File: src/rtl/adc_step_seq.sv
module adc_step_seq #(
  parameter int NSTEP   = 16,
  parameter int DW      = 12,
  parameter int OPEN_W  = 18,
  parameter int SAMP_W  = 8,
  parameter int CHG_W   = 16,
  parameter int CH_W    = 3,
  parameter int AVG_MAX = 4
) (
  input  logic                              clk,
  input  logic                              rst_n,
  input  logic                              cfg_we,
  input  logic [$clog2(NSTEP)-1:0]          cfg_addr,
  input  logic [OPEN_W+SAMP_W+CH_W+3+2-1:0] cfg_wdata,
  input  logic [CHG_W-1:0]                  chg_len,
  input  logic                              run_en,
  input  logic                              seq_start,
  input  logic                              loop_mode,
  input  logic                              pen_down,
  output logic                              adc_start,
  output logic [CH_W-1:0]                   adc_chan,
  input  logic                              adc_done,
  input  logic [DW-1:0]                     adc_data,
  output logic                              charge_on,
  output logic                              pen_up,
  output logic                              res_valid,
  output logic [DW-1:0]                     res_data,
  output logic [$clog2(NSTEP)-1:0]          res_tag
);
  localparam int IW    = $clog2(NSTEP);
  localparam int CFG_W = OPEN_W + SAMP_W + CH_W + 3 + 2;
  localparam int AW    = DW + AVG_MAX;
  localparam int NW    = AVG_MAX + 1;
  localparam int CW    = (OPEN_W > CHG_W) ? ((OPEN_W > SAMP_W) ? OPEN_W : SAMP_W)
                                          : ((CHG_W > SAMP_W) ? CHG_W : SAMP_W);

  typedef enum logic [2:0] {S_IDLE, S_SCAN, S_CHG, S_OPEN, S_SOC, S_CONV, S_NEXT} st_t;

  st_t              state;
  logic [CFG_W-1:0] tbl [NSTEP];
  logic [IW-1:0]    idx;
  logic [CW-1:0]    cnt;
  logic [AW-1:0]    acc;
  logic [NW-1:0]    nleft;
  logic             charged, skip_t;

  logic [CFG_W-1:0]  cur;
  logic [OPEN_W-1:0] cur_open;
  logic [SAMP_W-1:0] cur_samp;
  logic [2:0]        cur_avg, avgc;
  logic              cur_touch, cur_en, last, go_next;
  logic [AW-1:0]     sum;

  assign cur       = tbl[idx];
  assign cur_open  = cur[OPEN_W-1:0];
  assign cur_samp  = cur[OPEN_W +: SAMP_W];
  assign cur_avg   = cur[OPEN_W+SAMP_W+CH_W +: 3];
  assign cur_touch = cur[CFG_W-2];
  assign cur_en    = cur[CFG_W-1];
  assign avgc      = (cur_avg > 3'(AVG_MAX)) ? 3'(AVG_MAX) : cur_avg;
  assign sum       = acc + AW'(adc_data);
  assign last      = (idx == IW'(NSTEP-1));
  assign go_next   = (state == S_NEXT) ||
                     (state == S_SCAN && (!cur_en || (cur_touch && skip_t)));

  assign adc_start = (state == S_SOC);
  assign charge_on = (state == S_CHG);
  assign adc_chan  = cur[OPEN_W+SAMP_W +: CH_W];

  always_ff @(posedge clk) begin
    if (!rst_n) begin
      state     <= S_IDLE;
      idx       <= '0;
      cnt       <= '0;
      acc       <= '0;
      nleft     <= '0;
      charged   <= 1'b0;
      skip_t    <= 1'b0;
      pen_up    <= 1'b0;
      res_valid <= 1'b0;
      res_data  <= '0;
      res_tag   <= '0;
      for (int i = 0; i < NSTEP; i++) tbl[i] <= '0;
    end else begin
      res_valid <= 1'b0;
      pen_up    <= 1'b0;
      if (cfg_we) tbl[cfg_addr] <= cfg_wdata;
      if (!run_en) begin
        state <= S_IDLE;
      end else if (go_next) begin
        if (!last) begin
          idx   <= idx + IW'(1);
          state <= S_SCAN;
        end else if (loop_mode) begin
          idx     <= '0;
          charged <= 1'b0;
          skip_t  <= 1'b0;
          state   <= S_SCAN;
        end else begin
          state <= S_IDLE;
        end
      end else begin
        case (state)
          S_IDLE: if (seq_start) begin
            idx     <= '0;
            charged <= 1'b0;
            skip_t  <= 1'b0;
            state   <= S_SCAN;
          end
          S_SCAN: begin
            if (cur_touch && !charged) begin
              cnt   <= CW'(chg_len);
              state <= S_CHG;
            end else begin
              cnt   <= CW'(cur_open);
              acc   <= '0;
              nleft <= NW'((1 << avgc) - 1);
              state <= S_OPEN;
            end
          end
          S_CHG: begin
            if (cnt <= CW'(1)) begin
              charged <= 1'b1;
              if (!pen_down) begin
                skip_t <= 1'b1;
                pen_up <= 1'b1;
                state  <= S_SCAN;
              end else begin
                cnt   <= CW'(cur_open);
                acc   <= '0;
                nleft <= NW'((1 << avgc) - 1);
                state <= S_OPEN;
              end
            end else begin
              cnt <= cnt - CW'(1);
            end
          end
          S_OPEN: begin
            if (cnt == '0) begin
              cnt   <= CW'(cur_samp);
              state <= S_SOC;
            end else begin
              cnt <= cnt - CW'(1);
            end
          end
          S_SOC: begin
            if (cnt <= CW'(1)) state <= S_CONV;
            else               cnt   <= cnt - CW'(1);
          end
          S_CONV: if (adc_done) begin
            if (nleft == '0) begin
              res_valid <= 1'b1;
              res_data  <= DW'(sum >> avgc);
              res_tag   <= idx;
              state     <= S_NEXT;
            end else begin
              acc   <= sum;
              nleft <= nleft - NW'(1);
              cnt   <= CW'(cur_samp);
              state <= S_SOC;
            end
          end
          default: state <= S_IDLE;
        endcase
      end
    end
  end
endmodule


File: config.mk
export PLATFORM = sky130hd
export DESIGN_NAME = adc_step_seq
export DESIGN_NICKNAME = d
export VERILOG_FILES = /design/src/rtl/adc_step_seq.sv
export SDC_FILE = /design/constraint.sdc
export NUM_CORES = 1
export LEC_CHECK = 0
export BUFFER_PORTS_ARGS = -buffer_cell sky130_fd_sc_hd__buf_2
export CAP_MARGIN = 40
export CORE_MARGIN = 2
export CORE_UTILIZATION = 30
export CTS_BUF_LIST = sky130_fd_sc_hd__clkbuf_8
export DETAILED_ROUTE_END_ITERATION = 12
export PLACE_DENSITY = 0.5
export SYNTH_ARGS = -nofsm -noshare
export SYNTH_HDL_FRONTEND = slang
export SYNTH_SLANG_ARGS = --single-unit
File: constraint.sdc
create_clock -name clk -period 6.9 [get_ports clk]
set_input_delay 0.69 -clock clk [delete_from_list [all_inputs] [get_ports clk]]
set_output_delay 0.69 -clock clk [all_outputs]
set_load 0.01 [all_outputs]
==> run metrics, run 1 <==
outcome=finished clean; sw frac=25.4%; drt pass-1 iters=7; Reg power frac=53.8%; Worst Path Arrival=3.35 ns; count leader, synth=and2_1; max-slew violations=0; initial antenna violation count=6; Layout area overhead=13.9%; hold_buf cts=0; WS Path Type=reg2out; combinational share of power=8.2%; Total Wirelength=87.9 mm; die extent in y=316 um; asr flop ratio synth=0%; Most common cell on crit path=mux4_2; All-Layer GR Usage=17.7%; CORE AREA=96600 um^2; Internal=5.96 mW; Final #Nets=2238; Synth Area per Inst=14.2 um^2; initial DRC count=1751; setup slack, reg-to-reg=3.00 ns; Max FO, Critical Path=46; clock skew=0.0369 ns; Netlist Area Pre-Place=29200 um^2; fraction of layout cells with a size suffix above 1=22.2%; DR WL/cell=25.0 um; total number of yosys warnings=0; Residual DRC=0; maximum level of the CTS H-tree=3; post-synthesis instance total=2051; unrepaired setup endpoints after global routing=no; Final Cell Area=33300 um^2; Leak Pwr=11.4 nW; largest net degree at the start of global routing=86; total CTS buffers=106; Boundary Pins=97; Top Layer Used=met5; CP bufs+invs=3; Max Clock Freq=0.247 GHz; synth top area cells=edfxtp_1, mux4_2, and2_1, dfxtp_1, clkbuf_1; Synth cell types=84; Clk Tree Root Cell=clkbuf_8; crit path cell chain=buf_16, buf_4, mux4_2, mux4_2, buf_2; Relative slew margins=29.1%; DR vias=17956; Cell Pwr Density=240 nW/um^2; critical path's slowest cell=buf_4; Placement Cell Area=31400 um^2; setup bufs post-CTS=0; HPWL Detailed=52.1 mm; Total Neg Setup Slack=0 ns; top_reg_cell synth=edfxtp_1; Max Cap Violations=0; later-pin clock latency in the skew report=0.74 ns; Yosys reg bits=614; die width=316 um; Yosys top cell by area=edfxtp_1; Vias/cell=5.11; vias in the first global route=18637; grt ovf=0; Sw Pwr=2.03 mW; fin crit period=4.04 ns; Worst setup EP type=output pin; clock share of power=37.9%; Worst VDD drop=0.140 mV; CTS tree=built; most frequent cells after synthesis=and2_1, edfxtp_1, mux4_2; worst min-delay path category=in2reg; Clock Sinks=614; WL met2=42.7 mm; EDFF count, synth=544; WL met1=39.0 mm; routability cong.=0.784; first-pass GRT wire length=128 mm; Setup violations, final=0; Fill cells=9341; final hold violations=0; Worst setup SP type=flop; Starting Density=30.3%; cts repair resizes=0; Least-Margin Pin Slew=1.06 ns; Synth top area share=55.9%; fin crit share=58.6%; syn nets=2142; DRT antenna net count=0; WL met3=4.71 mm; Seq/Total Area, Yosys=60.7%; crit-path leading delay family=buffers and inverters; Clock transition at path regs=0.06 ns; Row Count=114; Die ar.=99900 um^2; Critical Path RT=6.21 ns; CP peak stage delay=0.65 ns; Buffers on Ports=96; clk buf depth=3
[registers in the layout, indices dropped and copies added (netlist names), named ones only]
name,cells
acc,16
res_data,12
skip_t,1
state,3
pen_up,1
res_tag,4
cnt,18
res_valid,1
tbl,544
charged,1
nleft,5
idx,4
[layout make-up]
type | instances | area (um^2) | area share [%]
multi-input cells | 1260 | 11000 | 33.0
repair buffers | 142 | 958 | 2.88
flip-flops and latches | 614 | 17700 | 53.4
diodes | 4 | 10.0 | 0.0301
well taps | 1276 | 1600 | 4.80
clock buffers | 110 | 1510 | 4.55
clock inverters | 86 | 390 | 1.17
inverters | 23 | 86.3 | 0.260
[per-stage QoR]
step | util (%) | hold slack (ns) | total power, mW | setup WS, ns | std cells
detailed placement | 32.5 | 0.425 | 5.04 | 2.95 | 3315
global route | 34.4 | 0.213 | 8.29 | 2.75 | 3513
global placement | 32.3 | 0.421 | 5.02 | 2.78 | 3306
floorplan | - | 0.413 | 4.77 | 2.78 | 2051
finish | 34.5 | 0.243 | 7.99 | 2.86 | 3515
CTS | 34.4 | 0.174 | 8.07 | 2.77 | 3511
[cell families (layout without fill, tap and decap cells)]
logic type | Yosys count | in the layout | synth area share [%]
buffers and inverters | 177 | 361 | 2.64
adder cells (fa/ha/maj) | 17 | 17 | 0.754
AO/OA/AOI/OAI | 236 | 236 | 5.50
other | 0 | 4 | 0
flip-flops | 614 | 614 | 60.7
XOR/XNOR | 20 | 20 | 0.600
multiplexers | 196 | 196 | 13.9
AND/OR/NAND/NOR | 791 | 791 | 15.8
[placed cells by master, fill, tap and decap left out, types with 7 or more instances in the layout]
cell type	count
nor3_1	20
o211ai_1	13
a221o_1	11
nand3_1	34
ha_1	16
nor2_1	25
a31oi_1	8
a21oi_1	50
xnor2_1	10
and3_1	7
o21ai_0	32
buf_4	39
o21ai_4	12
nor2_4	12
dfxtp_1	66
inv_1	74
a211oi_1	7
nor2b_1	7
o21ai_1	13
a22oi_1	8
and2_1	553
edfxtp_1	544
mux2i_1	13
buf_2	95
clkinv_1	21
xor2_1	10
nand2_1	86
clkbuf_8	110
mux2_2	13
o22ai_1	14
nand2b_1	8
mux4_2	166
[final timing paths]
check	end	startpoint	cells after the start
setup / recovery	adc_chan[0]	flop	5
hold / removal	pen_up$_SDFF_PP0_	pen_down	2
setup reg to reg	cnt[13]$_SDFFE_PN0P_	flop	9
hold reg to reg	nleft[4]$_SDFFE_PN0P_	nleft[4]$_SDFFE_PN0P_	2
[metal layers]
layer	up-vias	track usage (%)
met3	113	3.13
met4	4	3.74
li1	7901	-
met2	543	29.4
met1	9395	24.3
met5	-	0
[power by group through the flow]
stage | sequential, mW | combinational, mW | clock, mW
after floorplan | 4.36 | 0.408 | 0
after global placement | 4.37 | 0.650 | 0
after detailed placement | 4.38 | 0.661 | 0
after CTS | 4.30 | 0.664 | 3.10
after global routing | 4.32 | 0.709 | 3.26
final | 4.30 | 0.657 | 3.03
[worst reg2reg max path: cells and delay by family (launching register included)]
kind | cells | cell delay (ns)
simple gates | 2 | 1.18
buf+inv | 2 | 1.03
compound gates | 4 | 0.83
flops | 1 | 0.47
mux | 1 | 0.32
No activity file was read; power rests on OpenSTA's default activity.
==> inputs of run 2 (changes only) <==
==> constraint.sdc (replaced) <==
create_clock -name clk -period 3.8 [get_ports clk]
set_input_delay 0.38 -clock clk [delete_from_list [all_inputs] [get_ports clk]]
set_output_delay 0.38 -clock clk [all_outputs]
set_load 0.01 [all_outputs]
==> run 2 against run 1 <==
Effect of this change: die area unchanged; final area increased by 0.44%; clock-buffer cell count decreased by 4; via count about the same; critical path type unchanged.
==> run metrics, run 2 (synthesis gave the netlist of run 1 again) <==
outcome=finished clean; Relative slew margins=32.1% (+3.0 points); Worst Path Arrival=3.20 ns (-0.15 ns); initial DRC count=1479 (-16%); unrepaired setup endpoints after global routing=no; multi-input logic area=11000 um^2 (unchanged); fin crit period=3.58 ns; largest net degree at the start of global routing=47 (-45%); clock skew=0.0424 ns (+0.00544 ns); Register Area=17700 um^2 (unchanged); CP bufs+invs=3 (unchanged); die extent in y=316 um (unchanged); WS Path Type=reg2out; total CTS buffers=102 (-3.8%); Levels on crit path=5 (unchanged); most frequent cells in the layout=and2_1, edfxtp_1, mux4_2; Placed Cells=3339 (+0.72%); drt pass-1 iters=5 (-2); maximum level of the CTS H-tree=3 (unchanged); Residual DRC=0 (unchanged); All-Layer GR Usage=17.9% (+0.26 points); final hold slack=0.0989 ns (-0.144 ns); Leak Pwr=11.5 nW (+0.45%); crit path cell chain=buf_6, buf_4, mux4_2, mux4_2, buf_2; Most common cell on crit path=mux4_2; worst min-delay path category=in2reg; final hold violations=0 (unchanged); R2R cell count=8 (-1); setup bufs post-CTS=0 (unchanged); grt ovf=0 (unchanged); CORE AREA=96600 um^2 (unchanged); setup slack, reg-to-reg=0.55 ns (-2.45 ns); CP peak stage delay=0.59 ns (-0.06 ns); Largest regs=tbl: 544 flops, cnt: 18 flops, acc: 16 flops; Worst VDD drop=0.229 mV (+64%); Boundary Pins=97 (unchanged); Final #Nets=2262 (+1.1%); Row Count=114 (unchanged); Clock transition at path regs=0.06 ns (about the same); Least-Margin Pin Slew=1.02 ns (-0.0451 ns); Clk Tree Root Cell=clkbuf_8; HPWL Detailed=52.2 mm (+0.14%); crit-path leading delay family=multiplexers; commonest non-fill, non-tap cell in the layout=and2_1; Finished Layout Cells=3532 (+0.48%); DR vias=17939 (-0.095%); initial antenna violation count=21 (+15); Placement Cell Area=31600 um^2 (+0.66%); Worst setup SP type=flop; CTS tree=built; Fill cells=9333 (-0.086%); Max FO, Critical Path=19 (-59%); first-pass GRT wire length=130 mm (+1.4%); Max Clock Freq=0.280 GHz; Worst setup EP type=output pin; Critical Path RT=3.42 ns (-2.79 ns); DR WL/cell=25.2 um (+0.69%); Total Wirelength=88.9 mm (+1.2%); critical path's slowest cell=dfxtp_4; Cell Pwr Density=429 nW/um^2 (+79%); Die ar.=99900 um^2 (unchanged); Buffers on Ports=96 (unchanged); Layout area overhead=14.4%; Vias/cell=5.08 (-0.58%); max-slew violations=0 (unchanged); WHS Path Cells=2 (unchanged); clk buf depth=3 (unchanged); vias in the first global route=18669 (+0.17%); Clock Sinks=614 (unchanged); routability cong.=0.778 (-0.73%); fraction of layout cells with a size suffix above 1=22.8% (+0.57 points); Setup violations, final=0 (unchanged); Reg with most FFs=tbl; Starting Density=30.3% (unchanged); max reg flops=544 (unchanged); die width=316 um (unchanged); DRT antenna net count=0 (unchanged); Total Neg Setup Slack=0 ns (unchanged); Max Cap Violations=0 (unchanged); later-pin clock latency in the skew report=0.73 ns (about the same); Final Cell Area=33400 um^2 (+0.44%); fin crit share=94.1%
run 2: cell types whose count changed in the layout (fill, tap and decap cells not counted), moves of 2 or more:
cell / previous run / this run
buf_4: 39 / 57
inv_1: 74 / 62
buf_12: 4 / 12
clkinv_1: 21 / 27
buf_16: 4 / 0
clkbuf_8: 110 / 106
dlygate4sd3_1: 0 / 4
diode_2: 4 / 7
inv_12: 2 / 0
inv_6: 3 / 1
run 2: final timing paths:
path	from	end
min	cfg_wdata[19]	tbl[9][19]$_SDFFCE_PN0P_
min reg2reg	nleft[4]$_SDFFE_PN0P_	nleft[4]$_SDFFE_PN0P_
max	flop	adc_chan[1]
max reg2reg	flop	cnt[11]$_SDFFE_PN0P_
run 2: repair_timing:
item	in CTS	in global routing
endpoints found under the setup margin	3	0
resized for setup	1	0
hold buffers	4	0
endpoints found under the hold margin	5	0
run 2: area by class of cell:
cell class              instances  area share, %
well taps                    1276           4.78
inverters                      23          0.258
diodes                          7         0.0524
multi-input cells            1260           32.8
repair buffers                170           3.62
clock buffers                 106           4.37
flip-flops and latches        614           53.1
clock inverters                76          0.992
run 2: per-stage QoR:
step / utilization (%) / setup WS, ns / power [mW]
final: 34.6 / 0.224 / 14.3
after global routing: 34.6 / 0.0250 / 14.9
after CTS: 34.6 / 0.0756 / 14.5
after detailed placement: 32.7 / 0.570 / 9.18
after global placement: 32.7 / 0.636 / 9.14
after floorplan: - / -0.0143 / 8.66
run 2: report_power, final:
group / internal [mW] / switching [mW]
Sequential: 7.69 / 0.117
Clock: 2.63 / 2.69
Combinational: 0.447 / 0.771
Total: 10.8 / 3.58
run 2: metal layers:
metal	GRT usage, %	part of all wire, %
met1	23.7	42
met2	30.3	50
met3	3.43	6.2
met4	4.60	1.9
met5	0	0.14
